[src/rtl/csc_pkg.sv]
package csc_pkg;

    // Carry out of a bit group, evaluated for both possible incoming carries
    typedef struct packed {
        logic c0;   // group carry out when carry in is 0
        logic c1;   // group carry out when carry in is 1
    } cpair_t;

    // Side information carried alongside the carry tree
    typedef struct packed {
        logic valid;
        logic sdiff;   // signed mode only: sign bits differ
        logic a_neg;   // sign bit of operand A
    } side_t;

    // Conditional-sum merge: the low group's carry selects the high candidate
    function automatic cpair_t merge_pair(input cpair_t hi, input cpair_t lo);
        cpair_t r;
        r.c0 = lo.c0 ? hi.c1 : hi.c0;
        r.c1 = lo.c1 ? hi.c1 : hi.c0;
        return r;
    endfunction

    // Start of level s inside a flat node vector (level 0 holds n leaves)
    function automatic int unsigned lvl_base(input int unsigned n, input int unsigned s);
        return 2 * n - 2 * (n >> s);
    endfunction

endpackage

[src/rtl/csc_leaf.sv]
module csc_leaf
    import csc_pkg::*;
#(
    parameter int unsigned N      = 8,
    parameter bit          SIGNED = 1'b0
) (
    input  logic               in_valid,
    input  logic [N-1:0]       a,
    input  logic [N-1:0]       b,
    output cpair_t [N-1:0]     grp,
    output side_t              side
);

    // Per-bit carry candidates of A + ~B. Bit 0 has the fixed carry-in of 1,
    // so its OR term is already the resolved carry.
    for (genvar i = 0; i < N; i++) begin : g_bit
        if (i == 0) begin : g_lsb
            logic lsb_carry;
            assign lsb_carry  = a[i] | ~b[i];
            assign grp[i].c0  = lsb_carry;
            assign grp[i].c1  = lsb_carry;
        end else begin : g_upper
            assign grp[i].c0 = a[i] & ~b[i];
            assign grp[i].c1 = a[i] | ~b[i];
        end
    end

    assign side.valid = in_valid;

    if (SIGNED) begin : g_signed
        assign side.sdiff = a[N-1] ^ b[N-1];
        assign side.a_neg = a[N-1];
    end else begin : g_unsigned
        assign side.sdiff = 1'b0;
        assign side.a_neg = 1'b0;
    end

endmodule

[src/rtl/csc_stage.sv]
module csc_stage
    import csc_pkg::*;
#(
    parameter int unsigned GIN = 8,
    parameter bit          REG = 1'b0
) (
    input  logic                 clk,
    input  logic                 rst,
    input  cpair_t [GIN-1:0]     din,
    input  side_t                sin,
    output cpair_t [GIN/2-1:0]   dout,
    output side_t                sout
);

    localparam int unsigned GOUT = GIN / 2;

    cpair_t [GOUT-1:0] mrg;

    for (genvar k = 0; k < GOUT; k++) begin : g_merge
        assign mrg[k] = merge_pair(din[2*k+1], din[2*k]);
    end

    if (REG) begin : g_reg
        always_ff @(posedge clk) begin
            if (rst) begin
                dout <= '0;
                sout <= '0;
            end else begin
                dout <= mrg;
                sout <= sin;
            end
        end
    end else begin : g_comb
        logic unused_clk_rst;
        assign unused_clk_rst = clk ^ rst;
        assign dout = mrg;
        assign sout = sin;
    end

endmodule

[src/rtl/csc_resolve.sv]
module csc_resolve
    import csc_pkg::*;
#(
    parameter bit SIGNED = 1'b0
) (
    input  cpair_t root,
    input  side_t  side,
    output logic   ge,
    output logic   valid
);

    // Both halves of the root pair agree, because bit 0 was resolved at the leaf
    logic unused_res;
    assign unused_res = root.c0 ^ side.a_neg ^ side.sdiff;

    if (SIGNED) begin : g_signed
        assign ge = side.sdiff ? ~side.a_neg : root.c1;
    end else begin : g_unsigned
        assign ge = root.c1;
    end

    assign valid = side.valid;

endmodule

[src/rtl/csc_compare.sv]
module csc_compare
    import csc_pkg::*;
#(
    parameter int unsigned N      = 8,
    parameter bit          SIGNED = 1'b0,
    parameter bit          PIPE   = 1'b0
) (
    input  logic         clk,
    input  logic         rst,
    input  logic         in_valid,
    input  logic [N-1:0] a,
    input  logic [N-1:0] b,
    output logic         out_valid,
    output logic         a_ge_b
);

    localparam int unsigned LVLS  = $clog2(N);
    localparam int unsigned NODES = 2 * N - 1;

    // All tree levels packed into one vector; level s starts at lvl_base(N, s)
    cpair_t [NODES-1:0] node;
    side_t              side_l [0:LVLS];

    csc_leaf #(
        .N      (N),
        .SIGNED (SIGNED)
    ) u_leaf (
        .in_valid (in_valid),
        .a        (a),
        .b        (b),
        .grp      (node[N-1:0]),
        .side     (side_l[0])
    );

    for (genvar s = 0; s < LVLS; s++) begin : g_lvl
        localparam int unsigned GIN  = N >> s;
        localparam int unsigned BIN  = lvl_base(N, s);
        localparam int unsigned BOUT = lvl_base(N, s + 1);

        csc_stage #(
            .GIN (GIN),
            .REG (PIPE)
        ) u_stage (
            .clk  (clk),
            .rst  (rst),
            .din  (node[BIN+GIN-1:BIN]),
            .sin  (side_l[s]),
            .dout (node[BOUT+GIN/2-1:BOUT]),
            .sout (side_l[s+1])
        );
    end

    csc_resolve #(
        .SIGNED (SIGNED)
    ) u_resolve (
        .root  (node[NODES-1]),
        .side  (side_l[LVLS]),
        .ge    (a_ge_b),
        .valid (out_valid)
    );

endmodule

[config.mk]
export PLATFORM = sky130hd
export DESIGN_NAME = csc_compare
export DESIGN_NICKNAME = d
export VERILOG_FILES = /design/src/rtl/csc_pkg.sv /design/src/rtl/csc_leaf.sv /design/src/rtl/csc_stage.sv /design/src/rtl/csc_resolve.sv /design/src/rtl/csc_compare.sv
export SDC_FILE = /design/constraint.sdc
export NUM_CORES = 1
export LEC_CHECK = 0
export BUFFER_PORTS_ARGS = -buffer_cell sky130_fd_sc_hd__buf_4
export CAP_MARGIN = 20
export CORE_AREA = 2 2 39 41
export DETAILED_ROUTE_END_ITERATION = 8
export DIE_AREA = 0 0 41 43
export PLACE_DENSITY = 0.35
export SETUP_SLACK_MARGIN = 0.2
export SYNTH_ARGS = -nofsm -noshare
export SYNTH_HDL_FRONTEND = slang
export SYNTH_SLANG_ARGS = --single-unit
[constraint.sdc]
create_clock -name vclk -period 2.2
set_clock_uncertainty 0.15 [all_clocks]
set_input_delay 0.44 -clock vclk [all_inputs]
set_output_delay 0.44 -clock vclk [all_outputs]
set_load 0.01 [all_outputs]
==> results.py, run 1 <==
metrics = {
    "setup_path": {
        "critPathMaxFanout": 3,
        "end_kind": "output pin",
        "critPathMaxStageDelay_ps": 350,
        "worst_ep_required_time_ps": 1610,
        "crit_chain": "buf_8 > nor2b_4 > nor3_2 > o31a_1 > or3_1 > o2111ai_1 > nand2_1 > buf_6",
        "slowest_stage": "or3_1",
        "crit_path_start_kind": "primary input",
        "cp_top_family": "simple AND/OR/NAND/NOR gates",
        "critPathKind": "primary input to output pin",
        "path_buf_inv": 2,
        "cp_data_arrival_time_ps": 1640,
    },
    "pwr": {
        "power.total_mw": 0.06540,
        "leakage_nw": 0.1733,
        "vdd_drop_max_mv": 0.05829,
        "power_density_nw_per_um2": 180.2,
    },
    "finish": {
        "nets": 64,
        "drive_gt1_share_pct": 60.47,
        "area_growth_pct": 108.6,
        "seq_area_um2": 0,
        "finalNonFillerCells": 59,
        "clock_buffers": 0,
        "fin_area_um2": 362.8,
        "antenna_cells": 0,
        "design.seq.count": 0,
    },
    "synthesis": {
        "ys_warn_count": 0,
        "synth.distinct_cells": 16,
        "ys_seq_area_share_pct": 0,
        "synth.net_count": 43,
        "synthCells": 24,
        "synth.avg_cell_area_um2": 7.247,
        "syn_area_um2": 173.9,
    },
    "global_route": {
        "overflow": 0,
        "track_usage_pct": 6.394,
        "grt_pass1_wl_um": 834,
        "grtUsageMet1_pct": 7.911,
        "grt_start_max_net_pins": 4,
        "grt_pass1_vias": 230,
        "antenna_found_initial": 0,
        "grt_use_met2_pct": 12.19,
        "use_met3_pct": 0,
        "top_usage_layer": "met2",
    },
    "timing": {
        "hold_viol": 0,
        "setup_ws_ps": -32.17,
        "rsz0062_at_grt": "yes",
        "worst_pin_slew_ps": 198.4,
        "post-route-period-util_pct": 101.5,
        "fin_crit_ps": 2232,
        "fmax_ghz": 0.4480,
        "slew_violations": 0,
        "holdWs_ps": 730.0,
        "setup_viol": 1,
        "slew_headroom_pct": 86.70,
    },
    "placement": {
        "routabilityCongestion": 0.5690,
        "dp_hpwl_um": 499.1,
        "postPlaceCellArea_um2": 335.3,
        "dp.cells": 58,
        "io_buffers": 17,
    },
    "job": {
        "drv_cap": 0,
    },
    "die": {
        "start_util_pct": 12.57,
        "dieArea_um2": 1763,
        "io_pins": 21,
        "die_h_um": 43,
        "design.core.area_um2": 1384,
        "die_x_um": 41,
        "rows": 14,
    },
    "outcome": {
        "violations": "negative setup slack",
        "status": "finished with violations",
    },
    "worst_hold_path": {
        "hold_path_class": "primary input to output pin",
    },
    "drt": {
        "drt_pass1_iterations": 1,
        "routed_wl_um": 563,
        "drt-initial-drc-count": 0,
        "via_count": 252,
        "detail-route-antenna-nets": 0,
        "wire_per_inst_um": 9.542,
        "drc": 0,
        "drt-vias-per-instance": 4.271,
    },
}
==> power breakdown <==
group	internal, mW	switching (mW)	leakage, nW
clock	0	0	0
combinational	0.0431	0.0223	0.173
sequential	0	0	0
==> area by class of cell <==
type                            count  area (um2)
Tap cell                           16       20.02
Fill cell                         151        1021
Multi-Input combinational cell     20       166.4
Timing Repair Buffer               20       165.2
Inverter                            3       11.26
==> routing by layer <==
metal	vias up	part of all wire (%)
met5	-	0
met1	112	35
li1	123	-
met2	17	49
met3	0	16
met4	0	0
==> logic make-up (layout without fill, tap and decap cells) <==
family,count (synthesis),count (layout),share of synthesized area [%]
AND/OR/NAND/NOR,11,11,44.60
AO/OA/AOI/OAI,6,6,26.62
buffers and inverters,4,23,10.79
adder cells (fa/ha/maj),3,3,17.99
==> cells in the mapped netlist <==
master,instances,area share (%)
a211oi_1,2,8.6
a31oi_1,1,3.6
buf_4,1,4.3
inv_1,3,6.5
maj3_1,2,12
maj3_2,1,6.5
nand2_1,2,4.3
nand2b_1,3,11
nand2b_4,1,7.9
nor2b_1,2,7.2
nor2b_4,1,7.9
nor3_1,1,2.9
o2111ai_1,1,5.0
o21bai_1,1,4.3
o31a_1,1,5.0
or3_1,1,3.6
==> through the flow <==
step	util (%)	setup WS, ps	TNS, ps
after floorplan	-	195.6	0
after global placement	24.23	-54.74	-54.74
after detailed placement	24.23	-67.80	-67.80
after CTS	25.05	-72.57	-72.57
after global routing	26.22	-117.8	-117.8
final	26.22	-32.17	-32.17
==> cells in the final DEF (no fill, tap or decap), drive strengths merged <==
cell      n
buf      20
nand2b    4
inv       3
maj3      3
nor2b     3
nand2     2
a211oi    2
nor3      1
o31a      1
o21bai    1
or3       1
o2111ai   1
a31oi     1
==> repair_timing <==
item | 4_1_cts | 5_1_grt
setup buffers | 1 | 0
hold buffers | 0 | 0
gates resized for setup | 1 | 4
setup endpoints to repair | 1 | 1
endpoints found under the hold margin | 0 | 0
pin swaps | 0 | 2
==> final timing paths <==
kind | startpoint | end | slack (ps) | cells after the start
setup / recovery | b[2] | a_ge_b | -30 | 8
hold / removal | in_valid | out_valid | 730 | 0
No activity file was read; power rests on OpenSTA's default activity.
==> inputs of run 2 (changes only) <==
--- a/config.mk
+++ b/config.mk
@@ -10,8 +10,9 @@
 export CORE_AREA = 2 2 39 41
 export DETAILED_ROUTE_END_ITERATION = 8
 export DIE_AREA = 0 0 41 43
-export PLACE_DENSITY = 0.35
+export PLACE_DENSITY = 0.42
 export SETUP_SLACK_MARGIN = 0.2
+export SLEW_MARGIN = 40
 export SYNTH_ARGS = -nofsm -noshare
 export SYNTH_HDL_FRONTEND = slang
 export SYNTH_SLANG_ARGS = --single-unit
==> run 2 against run 1 <==
  * Highest routed layer unchanged
  * Final area fell by 3.8%
  * The run still ends with negative setup slack left
  * Worst setup slack better by 4.3 ps
  * Critical path depth stayed put
  * Largest power group unchanged
  * Worst hold slack hardly changed
  * Utilization fell by 0.99 points
==> results.py, run 2 (synthesized netlist as in run 1, its figures left out) <==
metrics = {
    "timing": {
        "fmax_ghz": 0.4489,
        "hold_viol": 0,
        "post-route-period-util_pct": 101.3,
        "worst_pin_slew_ps": 185.5,
        "slew_violations": 0,
        "fin_tns_setup_ps": -27.83,
        "rsz0062_at_grt": "yes",
        "setup_ws_ps": -27.83,
        "fin_crit_ps": 2228,
        "setup_viol": 1,
        "slew_headroom_pct": 87.56,
    },
    "setup_path": {
        "slowest_stage": "or3_1",
        "cp_top_family": "simple AND/OR/NAND/NOR gates",
        "end_kind": "output pin",
        "cp_data_arrival_time_ps": 1640,
        "critPathMaxFanout": 3,
        "worst_ep_required_time_ps": 1610,
        "critPathMaxStageDelay_ps": 360,
        "crit_path_start_kind": "primary input",
        "path_buf_inv": 2,
        "crit_chain": "buf_4 > nor2b_4 > nor3_1 > o31a_1 > or3_1 > o2111ai_2 > nand2_1 > buf_6",
        "critPathKind": "primary input to output pin",
    },
    "drt": {
        "drc": 0,
        "drt-vias-per-instance": 3.707,
        "drt-initial-drc-count": 5,
        "via_count": 215,
        "detail-route-antenna-nets": 0,
        "routed_wl_um": 435,
        "drt_pass1_iterations": 2,
        "wire_per_inst_um": 7.500,
    },
    "finish": {
        "clock_buffers": 0,
        "mostFrequentLayoutCell": "buf_4",
        "design.seq.count": 0,
        "antenna_cells": 0,
        "drive_gt1_share_pct": 59.52,
        "final_cell_mix": "buf_4 (17), inv_1 (3), nand2b_1 (3)",
        "seq_area_um2": 0,
        "area_growth_pct": 100.7,
        "nets": 63,
    },
    "outcome": {
        "violations": "negative setup slack",
        "status": "finished with violations",
    },
    "job": {
        "drv_cap": 0,
    },
    "global_route": {
        "overflow": 0,
        "grt_pass1_wl_um": 696,
        "grt_pass1_vias": 196,
        "grt_start_max_net_pins": 4,
        "track_usage_pct": 5.195,
        "antenna_found_initial": 0,
    },
    "die": {
        "die_h_um": 43,
        "io_pins": 21,
        "rows": 14,
        "start_util_pct": 12.57,
        "die_x_um": 41,
        "design.core.area_um2": 1384,
        "dieArea_um2": 1763,
    },
    "clock_network": {
        "cts_setup_buffers": 0,
        "ctsHoldBuffers": 0,
    },
    "pwr": {
        "leakage_nw": 0.1667,
        "power.total_mw": 0.06324,
        "power_density_nw_per_um2": 181.1,
        "vdd_drop_max_mv": 0.04877,
    },
    "placement": {
        "io_buffers": 17,
        "routabilityCongestion": 0.5856,
    },
    "worst_hold_path": {
        "hold_path_class": "primary input to output pin",
    },
}
[run 2: stage by stage]
stage	std cells	area, um2	setup WS [ps]	util, %	hold slack (ps)
floorplan	24	180.2	195.6	-	821.8
global placement	58	335.3	-51.28	24.23	730.1
detailed placement	58	335.3	-63.38	24.23	730.1
CTS	58	339.1	-38.79	24.50	730.1
global route	58	349.1	-114.4	25.23	730.0
finish	58	349.1	-27.83	25.23	730.0
[run 2: layer usage]
layer / vias to the layer above / share of wire [%] / GRT usage, %
li1: 122 / - / -
met1: 80 / 47 / 8.228
met2: 13 / 38 / 7.813
met3: 0 / 15 / 0
met4: 0 / 0 / 0.6667
met5: - / 0 / 0
[run 2: timing repair]
| action | in CTS | in global routing |
|---|---|---|
| gates resized for setup | 1 | 2 |
| pin swaps | 1 | 5 |
| setup endpoints to repair | 1 | 1 |
[run 2: final cells by class]
cell class | count | area, um2
Fill cell | 163 | 1035
Inverter | 3 | 11.26
Multi-Input combinational cell | 20 | 167.7
Tap cell | 16 | 20.02
Timing Repair Buffer | 19 | 150.1
[run 2: path summary, 6_finish.rpt]
check	depth (start not counted)	start	end
worst max-delay path	8	b[2]	a_ge_b
worst min-delay path	0	in_valid	out_valid
[run 2: power breakdown]
group	switching [mW]	leakage, nW	internal (mW)	total (mW)
combinational	0.0219	0.167	0.0414	0.0632
clock	0	0	0	0
sequential	0	0	0	0
